`src/rtl/seg_mesh_pkg.sv`:
```
package seg_mesh_pkg;
  typedef struct packed {
    logic shift;
    logic evalIn;
    logic evalOut;
  } strobe_t;
endpackage

```
`src/rtl/seg_mesh_ctrl.sv`:
```
module seg_mesh_ctrl
  import seg_mesh_pkg::*;
(
  input  logic    cfgShift,
  input  logic    phaseA,
  input  logic    phaseB,
  output strobe_t stb
);
  // Exactly one phase and no shifting are needed for evaluation.
  always_comb begin
    stb.shift   = cfgShift;
    stb.evalIn  = phaseA & ~phaseB & ~cfgShift;
    stb.evalOut = phaseB & ~phaseA & ~cfgShift;
  end
endmodule

```
`src/rtl/seg_mesh_tile.sv`:
```
module seg_mesh_tile
  import seg_mesh_pkg::*;
#(
  parameter int W = 2,
  parameter int P = 4
) (
  input  logic           clk,
  input  logic           rst,
  input  strobe_t        stb,
  input  logic           cfgIn,
  output logic           cfgOut,
  input  logic [6*W-1:0] inVec,
  output logic [3*W-1:0] outVec
);
  localparam int NI      = 6 * W;
  localparam int NO      = 3 * W;
  localparam int OR_BASE = P * NI;
  localparam int INV_BASE = OR_BASE + NO * P;
  localparam int TB      = INV_BASE + NO;

  logic [TB-1:0] cfgReg;
  logic [P-1:0]  ptNext, ptReg;
  logic [NO-1:0] outNext, outReg;

  always_ff @(posedge clk) begin
    if (rst) cfgReg <= '0;
    else if (stb.shift) cfgReg <= {cfgIn, cfgReg[TB-1:1]};
  end
  assign cfgOut = cfgReg[0];

  // Input plane: NOR of the selected wires.
  for (genvar p = 0; p < P; p++) begin : g_pterm
    assign ptNext[p] = ~|(inVec & cfgReg[p*NI +: NI]);
  end

  // Output plane: OR of the selected product terms, with polarity choice.
  for (genvar o = 0; o < NO; o++) begin : g_out
    assign outNext[o] = (|(ptReg & cfgReg[OR_BASE + o*P +: P])) ^ cfgReg[INV_BASE + o];
  end

  always_ff @(posedge clk) begin
    if (rst) begin
      ptReg  <= '0;
      outReg <= '0;
    end else begin
      if (stb.evalIn)  ptReg  <= ptNext;
      if (stb.evalOut) outReg <= outNext;
    end
  end
  assign outVec = outReg;
endmodule

```
`src/rtl/seg_mesh_fabric.sv`:
```
module seg_mesh_fabric
  import seg_mesh_pkg::*;
#(
  parameter int ROWS = 3,
  parameter int COLS = 2,
  parameter int W    = 2,
  parameter int P    = 4
) (
  input  logic            clk,
  input  logic            rst,
  input  strobe_t         stb,
  input  logic            cfgIn,
  output logic            cfgOut,
  input  logic [ROWS-1:0] edgeIn,
  output logic [ROWS-1:0] edgeOut
);
  localparam int NI = 6 * W;
  localparam int NO = 3 * W;
  localparam int NT = ROWS * COLS;

  logic [NO-1:0] tileOut [ROWS][COLS];
  logic [NT:0]   cfgLink;

  assign cfgLink[0] = cfgIn;
  assign cfgOut     = cfgLink[NT];

  for (genvar r = 0; r < ROWS; r++) begin : g_row
    for (genvar c = 0; c < COLS; c++) begin : g_col
      localparam int  CH  = (r % 2 == 0) ? c : c + 1;
      localparam bit  EIN = (r % 2 == 0) ? (c == 0) : (c == COLS - 1);
      logic [NI-1:0] inVec;

      // Slots 0..3: segments arriving in the channel this tile reads.
      for (genvar g = 0; g < 4; g++) begin : g_slot
        localparam int SR = (g == 0) ? r + 1 : (g == 1) ? r + 2 : (g == 2) ? r - 1 : r - 2;
        localparam int SC = (((SR % 2) + 2) % 2 == 0) ? CH - 1 : CH;
        localparam bit LIVE = (SR >= 0) && (SR < ROWS) && (SC >= 0) && (SC < COLS);
        if (LIVE && g < 2) begin : g_up
          assign inVec[g*W +: W] = tileOut[SR][SC][W-1:0];
        end else if (LIVE) begin : g_dn
          assign inVec[g*W +: W] = tileOut[SR][SC][2*W-1:W];
        end else begin : g_tie
          assign inVec[g*W +: W] = '0;
        end
      end

      assign inVec[4*W +: W] = tileOut[r][c][3*W-1:2*W];
      if (EIN) begin : g_edge
        assign inVec[5*W +: W] = {W{edgeIn[r]}};
      end else begin : g_noedge
        assign inVec[5*W +: W] = '0;
      end

      seg_mesh_tile #(.W(W), .P(P)) u_tile (
        .clk   (clk),
        .rst   (rst),
        .stb   (stb),
        .cfgIn (cfgLink[r*COLS + c]),
        .cfgOut(cfgLink[r*COLS + c + 1]),
        .inVec (inVec),
        .outVec(tileOut[r][c])
      );
    end

    localparam int EC = (r % 2 == 0) ? COLS - 1 : 0;
    assign edgeOut[r] = |tileOut[r][EC][2*W-1:W];
  end
endmodule

```
`src/rtl/seg_mesh_router.sv`:
```
module seg_mesh_router
  import seg_mesh_pkg::*;
#(
  parameter int ROWS = 3,
  parameter int COLS = 2,
  parameter int W    = 2,
  parameter int P    = 4
) (
  input  logic            clk,
  input  logic            rst,
  input  logic            cfgShift,
  input  logic            cfgDin,
  output logic            cfgDout,
  input  logic            phaseA,
  input  logic            phaseB,
  input  logic [ROWS-1:0] edgeIn,
  output logic [ROWS-1:0] edgeOut
);
  strobe_t stb;

  seg_mesh_ctrl u_ctrl (
    .cfgShift(cfgShift),
    .phaseA  (phaseA),
    .phaseB  (phaseB),
    .stb     (stb)
  );

  seg_mesh_fabric #(.ROWS(ROWS), .COLS(COLS), .W(W), .P(P)) u_fabric (
    .clk    (clk),
    .rst    (rst),
    .stb    (stb),
    .cfgIn  (cfgDin),
    .cfgOut (cfgDout),
    .edgeIn (edgeIn),
    .edgeOut(edgeOut)
  );
endmodule

```
`config.mk`:
```
export PLATFORM = sky130hd
export DESIGN_NAME = seg_mesh_router
export DESIGN_NICKNAME = d
export VERILOG_FILES = /design/src/rtl/seg_mesh_pkg.sv /design/src/rtl/seg_mesh_ctrl.sv /design/src/rtl/seg_mesh_tile.sv /design/src/rtl/seg_mesh_fabric.sv /design/src/rtl/seg_mesh_router.sv
export SDC_FILE = /design/constraint.sdc
export NUM_CORES = 1
export LEC_CHECK = 0
export CORE_ASPECT_RATIO = 0.6
export CORE_MARGIN = 2
export CORE_UTILIZATION = 45
export CTS_BUF_LIST = sky130_fd_sc_hd__clkbuf_4
export CTS_CLUSTER_DIAMETER = 120
export DETAILED_ROUTE_END_ITERATION = 10
export PLACE_DENSITY_LB_ADDON = 0.2
export SKIP_LAST_GASP = 1
export SLEW_MARGIN = 30
export SYNTH_ARGS = -nofsm -noshare
export SYNTH_HDL_FRONTEND = slang
export SYNTH_SLANG_ARGS = --single-unit
```
`constraint.sdc`:
```
create_clock -name clk -period 1.1 [get_ports clk]
set_clock_uncertainty 0.05 [all_clocks]
set_input_delay 0.22 -clock clk [delete_from_list [all_inputs] [get_ports clk]]
set_output_delay 0.22 -clock clk [all_outputs]
set_load 0.02 [all_outputs]
```
# [Yosys cells after proc, flatten, opt, wreduce, memory -nomap -nowiden]
# Index checks and enable logic that the tools add are counted.
[totals] inputBits=9 out_inout_bits=4 reg_bits=528
[op_classes] n_reduce_logical=87 bitwise=103
[op_table] op="12-bit OR reduction" count=24
[op_table] op="10-bit by 12-bit bitwise AND with 12-bit output" count=12
[op_table] op="12-bit bitwise AND" count=12
[op_table] op="4-bit bitwise AND" count=36
[op_table] op="4-bit OR reduction" count=36
[op_table] op="1-bit bitwise XOR" count=36
[op_table] op="1-bit logical NOT" count=24
[op_table] op="2-bit OR reduction" count=3
[op_table] op="1-bit bitwise AND" count=4
[op_table] op="1-bit NOT" count=3

# [Depth between registers and ports, before layout]
# Gate-level depths: netlist of the first run.
[logic_depth] ltp_word=3 mapped_depth=6 ltp_nobuf=4

# [By module]
# Synthesis of the first run repeated with hierarchy kept, for this count alone.
[unflattened] hier_cells=2107 hier_area_um2=21155.3
[modules_own_cells] mod="seg_mesh_tile" n_inst=6 area_each_um2=3518.4 cells_per_inst=350
[modules_own_cells] mod="seg_mesh_ctrl" n_inst=1 area_each_um2=22.5 cells_per_inst=3
[modules_own_cells] mod="seg_mesh_fabric" n_inst=1 area_each_um2=22.5 cells_per_inst=4

# [Worst setup path before layout of the first run]
# Ideal clock, no wire load.
[synth_path] path_type="register to register" startpoint="reg u_fabric.g_row[2].g_col[1].u_tile.ptReg[0]" endpoint="reg u_fabric.g_row[2].g_col[1].u_tile.outReg[2]" setup_ps=117 t_arrival_ps=1075 stages_incl_launch_ff=5 setup_slack_ps=-142 n_path_buf=0 required_ps=933 cell_sequence="dfxtp_1 > a22o_1 > a221oi_2 > xnor2_1 > a22o_1"
[synth_via] elab_chain_cells=3
[synth_rtl] element="start: declaration" line="seg_mesh_tile.sv:22" rtl="logic [P-1:0] ptNext, ptReg;"
[synth_rtl] element="start signal: assignment" line="seg_mesh_tile.sv:46" rtl="if (stb.evalIn) ptReg <= ptNext;"
[synth_rtl] element="4-bit bitwise AND" line="seg_mesh_tile.sv:38" rtl="assign outNext[o] = (|(ptReg & cfgReg[OR_BASE + o*P +: P])) ^ cfgReg[INV_BASE + o];"
[synth_rtl] element="4-bit OR reduction" line="seg_mesh_tile.sv:38"
[synth_rtl] element="1-bit bitwise XOR" line="seg_mesh_tile.sv:38"
[synth_rtl] element="end signal: assignment" line="seg_mesh_tile.sv:47" rtl="if (stb.evalOut) outReg <= outNext;"
[synth_rtl] element="end: declaration" line="seg_mesh_tile.sv:23" rtl="logic [NO-1:0] outNext, outReg;"
# No other way between the ends.
# A chain may end at the register's enable or synchronous reset.

# [Worst setup path in the final report of the first run]
[layout_path] startpoint="reg u_fabric.g_row[2].g_col[1].u_tile.outReg[3]" endpoint="out edgeOut[2]"
[layout_via] elab_chain_cells=1
[layout_rtl] element="2-bit OR reduction" line="seg_mesh_fabric.sv:66" rtl="assign edgeOut[r] = |tileOut[r][EC][2*W-1:W];"
[layout_rtl] element="end: declaration" line="seg_mesh_router.sv:17" rtl="output logic [ROWS-1:0] edgeOut"
# No other way between the ends.

==> results.yml, run 1 <==
clocking:
  cts.sinks: 522
  cts_tree: "yes"
  cts_root_buffer: "clkbuf_4"
  clock_path_buffers: 3
  clk_latency_ps: 820
  clk_pin_slew_ps: 70
  htree_levels: 3
  numCtsBuffers: 119
worst_setup_path:
  r2r_cells: 4
  r2r-start: "u_fabric.g_row[2].g_col[1].u_tile.ptReg[3]"
  cp_data_arrival_time_ps: 1500
  r2r_end: "u_fabric.g_row[2].g_col[1].u_tile.outVec[0]"
  path_class: "register to output port"
  crit_start: "u_fabric.g_row[2].g_col[1].u_tile.outVec[3]"
  ff2ff_setup_slack_ps: -270
  crit_path_end: "edgeOut[2]"
  crit_required_ps: 830
  crit_path_end_kind: "output port"
  crit_fanout: 2
  crit_path_start_kind: "register"
yosys:
  synth_nets: 1863
  synth_cells: 1854
  yosysSeqAreaShare: 0.5321
  synth_cell_types: 23
  syn_avg_cell_area_um2: 10.59
  yosysWarnings: 0
  synthesis.area_mm2: 0.01964
  ys_ff_latch: 522
global_routing:
  antenna_found_initial: 1
  grt_pass1_wl_mm: 70.17
  grt_max_degree: 87
  grt_pass1_vias: 13463
  overflow: 0
  grt_use_total: 0.1877
final_layout:
  fill_cells: 3788
  drive_above_1_share: 0.2168
  areaGrowthSynthToFinish_pct: 21.11
  fin_area_mm2: 0.02378
  fin_nets: 2076
detailed_routing:
  wl_mm: 42.41
  drt-initial-drc-count: 852
  drc: 0
  wl_per_cell_um: 15.54
  viasPerCell: 5.091
  final_antenna_net_count: 0
  drtPass1Iterations: 5
  vias: 13899
placed_design:
  dp_hpwl_mm: 27.72
  place_area_mm2: 0.02193
  gp_congestion: 0.7931
  portBuffers: 12
timing:
  max_slew_margin: 0.6787
  drv_slew: 0
  setup_ws_ps: -667.1
  rsz0062_at_grt: "yes"
  finalHoldViolations: 0
  final.period_utilization: 1.606
  setup_viol: 38
  worst_pin_slew_ps: 481.4
  period_needed_ps: 1767
  fmax_ghz: 0.5659
outcome:
  status: "finished, violations left"
  violations: "setup timing"
power:
  leakage_nw: 10.32
  p_per_area_mw_per_mm2: 1497
  ir_drop_uv: 817.2
  total_power_mw: 35.60
floorplan:
  initial_utilization: 0.4547
  die_height_um: 165.8
  pin_count: 13
  rows: 59
  coreArea_mm2: 0.04319
  die_w_um: 273.7
  die_area_mm2: 0.04538
min_path:
  hold_path.class: "input port to register"
flow_run:
  maxCapViolations: 0
[cell usage in the layout, fill, tap and decap left out, drive strengths merged, types with 30 or more instances in the layout]
cell	n
a221oi	35
a22o	63
a22oi	56
buf	204
clkbuf	162
clkinv	35
dfxtp	522
mux2i	468
nor2	471
xnor2	30
[critical path: stages, from the launching register on]
cell and delay (ps):
dfxtp_2 320, or2_4 250, buf_6 130
[per-layer routing]
layer / routed length [µm] / track usage / vias to the layer above
met2: 17160 / 0.2578 / 222
met1: 22860 / 0.2897 / 6617
met5: 0 / 0 / -
met3: 1723 / 0.04005 / 65
met4: 672 / 0.05797 / 0
li1: - / - / 6995
[synthesized netlist by cell type, drive strengths merged]
| library cell | count | area share |
|---|---|---|
| dfxtp | 522 | 0.53 |
| nor2 | 471 | 0.090 |
| mux2i | 468 | 0.24 |
| buf | 70 | 0.023 |
| a22o | 63 | 0.028 |
| a22oi | 56 | 0.021 |
| clkbuf | 51 | 0.0097 |
| a221oi | 35 | 0.020 |
| xnor2 | 30 | 0.013 |
| nand2 | 23 | 0.0044 |
| nand4 | 21 | 0.0067 |
| a21oi | 20 | 0.0051 |
| o21ai | 14 | 0.0036 |
| or2 | 3 | 0.00096 |
| a32o | 2 | 0.0010 |
| nor3b | 2 | 0.0010 |
| nand2b | 1 | 0.00032 |
| nand3 | 1 | 0.00025 |
| nor2b | 1 | 0.00032 |
[worst min path at each step]
stage | start | end | slack, ps | depth (start not counted)
2_1_floorplan | cfgDin | u_fabric.g_row[0].g_col[0].u_tile.cfgReg[77] | 320 | 2
3_3_place_gp | u_fabric.g_row[2].g_col[1].u_tile.outVec[3] | u_fabric.g_row[2].g_col[1].u_tile.outVec[3] | 410 | 1
3_5_place_dp | u_fabric.g_row[2].g_col[1].u_tile.outVec[3] | u_fabric.g_row[2].g_col[1].u_tile.outVec[3] | 420 | 1
4_1_cts | edgeIn[1] | u_fabric.g_row[1].g_col[1].u_tile.ptReg[0] | 100 | 3
5_1_grt | edgeIn[1] | u_fabric.g_row[1].g_col[1].u_tile.ptReg[0] | 140 | 3
6_report | edgeIn[1] | u_fabric.g_row[1].g_col[1].u_tile.ptReg[0] | 200 | 3
[state kept, by name, indices dropped and copies added (netlist names)]
name,cells
u_fabric.g_row.g_col.u_tile.cfgReg,468
u_fabric.g_row.g_col.u_tile.outVec,30
u_fabric.g_row.g_col.u_tile.ptReg,24
[cells by family after synthesis]
logic type,share of synthesized area
buffers and inverters,0.03300
DFF,0.5321
AOI/OAI and AO/OA,0.07894
muxes,0.2385
xor gates and xnor gates,0.01338
and+or+nand+nor,0.1040
[layout make-up]
| cell class | count | area, µm² | share of cell area |
|---|---|---|---|
| well taps | 579 | 724.4 | 0.03046 |
| clock buffers | 162 | 1216 | 0.05114 |
| clock inverters | 41 | 242.7 | 0.01021 |
| diodes | 2 | 5.005 | 0.0002104 |
| flip-flops and latches | 522 | 10540 | 0.4430 |
| repair buffers | 213 | 2190 | 0.09207 |
| multi-input cells | 1211 | 8869 | 0.3729 |
[power by group]
group,switching [mW],internal [mW]
logic,0.934,0.779
registers,0.119,18.9
clock network,7.37,7.48
total,8.43,27.2
[what timing repair did]
action                                 CTS  global route
pin swaps                               34            22
setup buffers                            6             0
cloned                                   0             0
gates resized for setup                 70            28
hold buffers                             3             0
endpoints found under the hold margin  522             0
setup endpoints to repair               46            45
[stage by stage]
stage	worst slack, ps	utilization	TNS [ps]	instances	hold slack [ps]
floorplan	-72.96	-	-3097	1854	317.2
global placement	-626.6	0.5078	-97000	2516	405.8
detailed placement	-652.4	0.5078	-104000	2516	417.7
CTS	-761.9	0.5475	-8831	2728	101.8
global route	-764.0	0.5507	-10540	2730	136.7
finish	-667.1	0.5507	-8411	2730	199.8
No activity file was read; power rests on OpenSTA's default activity.
==> run 2: changes to the inputs <==
--- a/constraint.sdc
+++ b/constraint.sdc
@@ -4,2 +4,2 @@
 set_output_delay 0.22 -clock clk [all_outputs]
-set_load 0.02 [all_outputs]
+set_load 0.1 [all_outputs]
==> run 2 against run 1 <==
  * Hold slack worse by 98 ps
  * Critical path type unchanged
  * Die area unchanged
  * Wire length rose by 0.75%
  * The flow still finishes with violations (setup timing)
  * Register-to-register slack improved by 30 ps
  * Final area up 1.1%
  * Cell count grew 1.3%
==> results.yml, run 2 (synthesis gave the netlist of run 1 again) <==
outcome:
  status: "finished, violations left"
  violations: "setup timing"
worst_setup_path:
  cp_data_arrival_time_ps: 1580
  path_class: "register to output port"
  r2r_end: "u_fabric.g_row[0].g_col[0].u_tile.outVec[4]"
  ff2ff_setup_slack_ps: -240
  r2r-start: "u_fabric.g_row[0].g_col[0].u_tile.ptReg[3]"
  r2r_cells: 4
  cp_slowest_cell: "dfxtp_2"
  crit_path_start_kind: "register"
  path_cells: "or2_4 -> buf_12"
  crit_path_end_kind: "output port"
  crit_fanout: 2
  max_stage_delay_ps: 340
  crit_required_ps: 830
clocking:
  cts.sinks: 522
  clock_path_buffers: 3
  numCtsBuffers: 120
  cts_tree: "yes"
  clk_pin_slew_ps: 70
  cts_root_buffer: "clkbuf_4"
  htree_levels: 3
  clk_latency_ps: 820
global_routing:
  grt_use_total: 0.1880
  overflow: 0
  grt_max_degree: 86
  grt_pass1_wl_mm: 70.29
  antenna_found_initial: 1
  grt_pass1_vias: 13335
detailed_routing:
  drt-initial-drc-count: 841
  final_antenna_net_count: 0
  drc: 0
  drtPass1Iterations: 5
  viasPerCell: 5.031
  vias: 13912
  wl_per_cell_um: 15.45
  wl_mm: 42.73
final_layout:
  final_common_cell: "dfxtp_1"
  areaGrowthSynthToFinish_pct: 22.49
  drive_above_1_share: 0.2325
  mostFrequentLayoutCells: "dfxtp_1 (485), nor2_1 (470), mux2i_1 (468)"
  regMostFlops: "u_fabric.g_row.g_col.u_tile.cfgReg"
  fin_nets: 2093
  fill_cells: 3778
  largest_reg_flops: 468
placed_design:
  portBuffers: 12
  gp_congestion: 0.7748
  dp_hpwl_mm: 28.01
timing:
  setup_viol: 419
  worst_pin_slew_ps: 382.2
  drv_slew: 0
  fin_tns_setup_ps: -28210
  setup_ws_ps: -747.5
  final.period_utilization: 1.680
  fmax_ghz: 0.5413
  rsz0062_at_grt: "yes"
  max_slew_margin: 0.7449
  period_needed_ps: 1848
  finalHoldViolations: 0
power:
  ir_drop_uv: 897.5
  total_power_mw: 35.70
  seqPwrFrac: 0.533
  p_int_mw: 27.13
  swShare: 0.2400
  p_per_area_mw_per_mm2: 1484
  leakage_nw: 10.45
  pwr-share-clk: 0.418
  pwr-share-comb: 0.049
  p_switching_mw: 8.567
floorplan:
  initial_utilization: 0.4547
  die_area_mm2: 0.04538
  die_w_um: 273.7
  rows: 59
  die_height_um: 165.8
  coreArea_mm2: 0.04319
  pin_count: 13
min_path:
  hold_path.class: "input port to register"
  min-delay-start: "cfgShift"
  holdPathStages: 6
  holdPathEnd: "u_fabric.g_row[2].g_col[1].u_tile.outVec[0]"
flow_run:
  maxCapViolations: 0
==> run 2: timing repair <==
| item | CTS | global route |
|---|---|---|
| pin swaps | 34 | 43 |
| setup buffers | 7 | 2 |
| resized for setup | 37 | 48 |
| endpoints found under the hold margin | 519 | 51 |
| endpoints found under the setup margin | 50 | 379 |
| hold buffers | 3 | 1 |
==> run 2: area by class of cell <==
| type | instances | area [µm²] | area share |
|---|---|---|---|
| Tap cell | 579 | 724.4 | 0.03012 |
| Timing Repair Buffer | 229 | 2360 | 0.09811 |
| Clock buffer | 178 | 1336 | 0.05556 |
| Multi-Input combinational cell | 1211 | 8907 | 0.3703 |
| Antenna cell | 1 | 2.502 | 0.0001040 |
| Sequential cell | 522 | 10550 | 0.4385 |
| Clock inverter | 45 | 176.4 | 0.007335 |
==> run 2: how the worst max path moves through the flow <==
stage / start / end / slack (ps) / cells past startpoint
floorplan: u_fabric.g_row[2].g_col[1].u_tile.ptReg[0] / u_fabric.g_row[2].g_col[1].u_tile.outVec[2] / -70 / 4
global placement: phaseB / u_fabric.g_row[1].g_col[1].u_tile.ptReg[0] / -680 / 6
detailed placement: phaseB / u_fabric.g_row[1].g_col[1].u_tile.ptReg[1] / -720 / 6
CTS: u_fabric.g_row[0].g_col[1].u_tile.outVec[2] / edgeOut[0] / -830 / 2
global route: u_fabric.g_row[0].g_col[1].u_tile.outVec[2] / edgeOut[0] / -830 / 2
finish: u_fabric.g_row[1].g_col[0].u_tile.outVec[2] / edgeOut[1] / -750 / 2
==> run 2: through the flow <==
stage | utilization | instances | setup slack, ps | area (µm²) | hold slack, ps
after CTS | 0.5518 | 2763 | -832.1 | 23830 | 8.961
after floorplan | - | 1854 | -72.96 | 19950 | 317.2
after global placement | 0.5119 | 2530 | -684.5 | 22110 | 403.8
after global routing | 0.5570 | 2765 | -831.3 | 24050 | 56.17
final | 0.5570 | 2765 | -747.5 | 24050 | 101.8
after detailed placement | 0.5119 | 2530 | -715.7 | 22110 | 420.2
==> run 2: routing by layer <==
| layer | track usage | wire length (µm) | vias to the layer above |
|---|---|---|---|
| met4 | 0.05322 | 574 | 0 |
| met3 | 0.04193 | 1921 | 56 |
| met2 | 0.2524 | 16900 | 219 |
| met5 | 0 | 0 | - |
| li1 | - | - | 7043 |
| met1 | 0.2953 | 23330 | 6594 |
==> run 2: power by group through the flow <==
stage | clock network, mW | registers [mW] | logic (mW)
floorplan | 0 | 19.4 | 1.19
global placement | 0 | 19.5 | 1.70
detailed placement | 0 | 19.5 | 1.71
CTS | 15.4 | 19.0 | 1.74
global route | 16.5 | 19.0 | 1.84
finish | 14.9 | 19.0 | 1.74
==> run 2: critical path, delay by kind of cell, from the launching register on <==
| kind | cells | cell delay (ps) |
|---|---|---|
| buffers and inverters | 1 | 170 |
| flip-flops | 1 | 340 |
| AND/OR/NAND/NOR | 1 | 260 |
==> run 3: changes to the inputs <==
CTS_CLUSTER_DIAMETER = not set   (was 120)
SKIP_LAST_GASP = not set   (was 1)
==> run 3 against run 2 <==
  * The flow still finishes with violations (setup timing)
  * Sequential power about the same
  * First-iteration DRC count fell by 8.0%
  * Critical path depth stayed put
  * Count of clock-buffer cells in the layout is the same
  * Final area barely moved
  * Largest cell class unchanged
==> results.yml, run 3 (synthesis gave the netlist of run 1 again) <==
timing:
  worst_pin_slew_ps: 398.1
  period_needed_ps: 1845
  finalHoldViolations: 0
  fin_tns_setup_ps: -27960
  drv_slew: 0
  rsz0062_at_grt: "yes"
  setup_viol: 415
  max_slew_margin: 0.7343
  setup_ws_ps: -745.1
  final.period_utilization: 1.677
  fmax_ghz: 0.5420
  timing.hold.ws_ps: 96.01
worst_setup_path:
  r2r-start: "u_fabric.g_row[0].g_col[0].u_tile.ptReg[3]"
  crit_path_end_kind: "output port"
  crit_start: "u_fabric.g_row[1].g_col[0].u_tile.outVec[2]"
  path_class: "register to output port"
  crit_required_ps: 830
  crit_fanout: 2
  crit_path_start_kind: "register"
  cp_data_arrival_time_ps: 1580
power:
  pwr-share-comb: 0.049
  p_per_area_mw_per_mm2: 1483
  ir_drop_uv: 896.9
  total_power_mw: 35.70
  swShare: 0.2400
  leakage_nw: 10.45
  p_int_mw: 27.13
  p_switching_mw: 8.569
  pwr-share-clk: 0.418
  seqPwrFrac: 0.533
global_routing:
  grt_use_total: 0.1880
  grt_max_degree: 86
  grt_pass1_wl_mm: 70.29
  antenna_found_initial: 1
  grt_pass1_vias: 13336
  overflow: 0
detailed_routing:
  viasPerCell: 5.039
  vias: 13933
  drt-initial-drc-count: 774
  drtPass1Iterations: 4
  drc: 0
  wl_mm: 42.76
  wl_per_cell_um: 15.47
  final_antenna_net_count: 0
clocking:
  clk_pin_slew_ps: 70
  clk_latency_ps: 820
  numCtsBuffers: 120
  cts_tree: "yes"
  htree_levels: 3
  cts.sinks: 522
  cts_root_buffer: "clkbuf_4"
  clock_path_buffers: 3
floorplan:
  pin_count: 13
  die_height_um: 165.8
  coreArea_mm2: 0.04319
  die_area_mm2: 0.04538
  initial_utilization: 0.4547
  die_w_um: 273.7
  rows: 59
min_path:
  hold_path.class: "input port to register"
  min-delay-start: "cfgShift"
final_layout:
  stdcell_count: 2765
  final_common_cell: "dfxtp_1"
  regMostFlops: "u_fabric.g_row.g_col.u_tile.cfgReg"
  regArea_mm2: 0.01055
  multi_input_area_mm2: 0.008919
  fill_cells: 3777
  areaGrowthSynthToFinish_pct: 22.60
  drive_above_1_share: 0.2325
  fin_nets: 2093
  largest_reg_flops: 468
  mostFrequentLayoutCells: "dfxtp_1 (485), nor2_1 (470), mux2i_1 (468)"
placed_design:
  dp.cells: 2530
  dp_hpwl_mm: 28.01
  gp_congestion: 0.7748
  preCtsSetupSlack_ps: -715.7
  portBuffers: 12
outcome:
  status: "finished, violations left"
  violations: "setup timing"
flow_run:
  maxCapViolations: 0
## run 3: cell count changes in the layout (fill, tap and decap cells not counted)
cell      previous run  this run
buf_6                4         7
buf_4              167       164
a221oi_4             7         8
a221oi_2            28        27
## run 3: metal layers
layer | routed length, µm | share of wire | GRT usage | up-vias
met5 | 0 | 0 | 0 | -
met4 | 560 | 0.013 | 0.05322 | 0
met3 | 1822 | 0.043 | 0.04193 | 54
met2 | 16970 | 0.40 | 0.2526 | 232
met1 | 23410 | 0.55 | 0.2952 | 6603
li1 | - | - | - | 7044
## run 3: worst paths after layout
check	end	slack (ps)	cells after the start
max	edgeOut[1]	-750	2
min	u_fabric.g_row[2].g_col[1].u_tile.outVec[0]	100	6
max reg2reg	u_fabric.g_row[0].g_col[0].u_tile.outVec[4]	-240	4
min reg2reg	u_fabric.g_row[2].g_col[0].u_tile.cfgReg[58]	410	2
## run 3: worst max-delay path, cell delays in order, from the launching register on
cell,delay (ps)
dfxtp_2,340
or2_4,260
buf_12,170
## run 3: through the flow
| stage | utilization | cell area [µm²] |
|---|---|---|
| floorplan | - | 19950 |
| global placement | 0.5119 | 22110 |
| detailed placement | 0.5119 | 22110 |
| CTS | 0.5525 | 23860 |
| global route | 0.5575 | 24080 |
| finish | 0.5575 | 24080 |
## run 3: final cells by class
| cell class | instances | area share |
|---|---|---|
| timing repair buffer | 229 | 0.09848 |
| clock inverter | 45 | 0.007328 |
| tap | 579 | 0.03009 |
| sequential | 522 | 0.4381 |
| antenna | 1 | 0.0001039 |
| multi-input combinational | 1211 | 0.3704 |
| clock buffer | 178 | 0.05550 |
## run 3: power by group through the flow
stage / clock, mW / combinational [mW] / sequential (mW)
after global routing: 16.5 / 1.84 / 19.0
after detailed placement: 0 / 1.71 / 19.5
after global placement: 0 / 1.70 / 19.5
after floorplan: 0 / 1.19 / 19.4
final: 14.9 / 1.74 / 19.0
after CTS: 15.4 / 1.75 / 19.0
## run 3: repair_timing
| item | in CTS | in global routing |
|---|---|---|
| hold endpoints to repair | 519 | 51 |
| gates resized for setup | 42 | 47 |
| setup buffers | 7 | 2 |
| setup endpoints to repair | 50 | 379 |
| cloned | 0 | 0 |
| pin swaps | 37 | 46 |
| hold buffers | 3 | 1 |
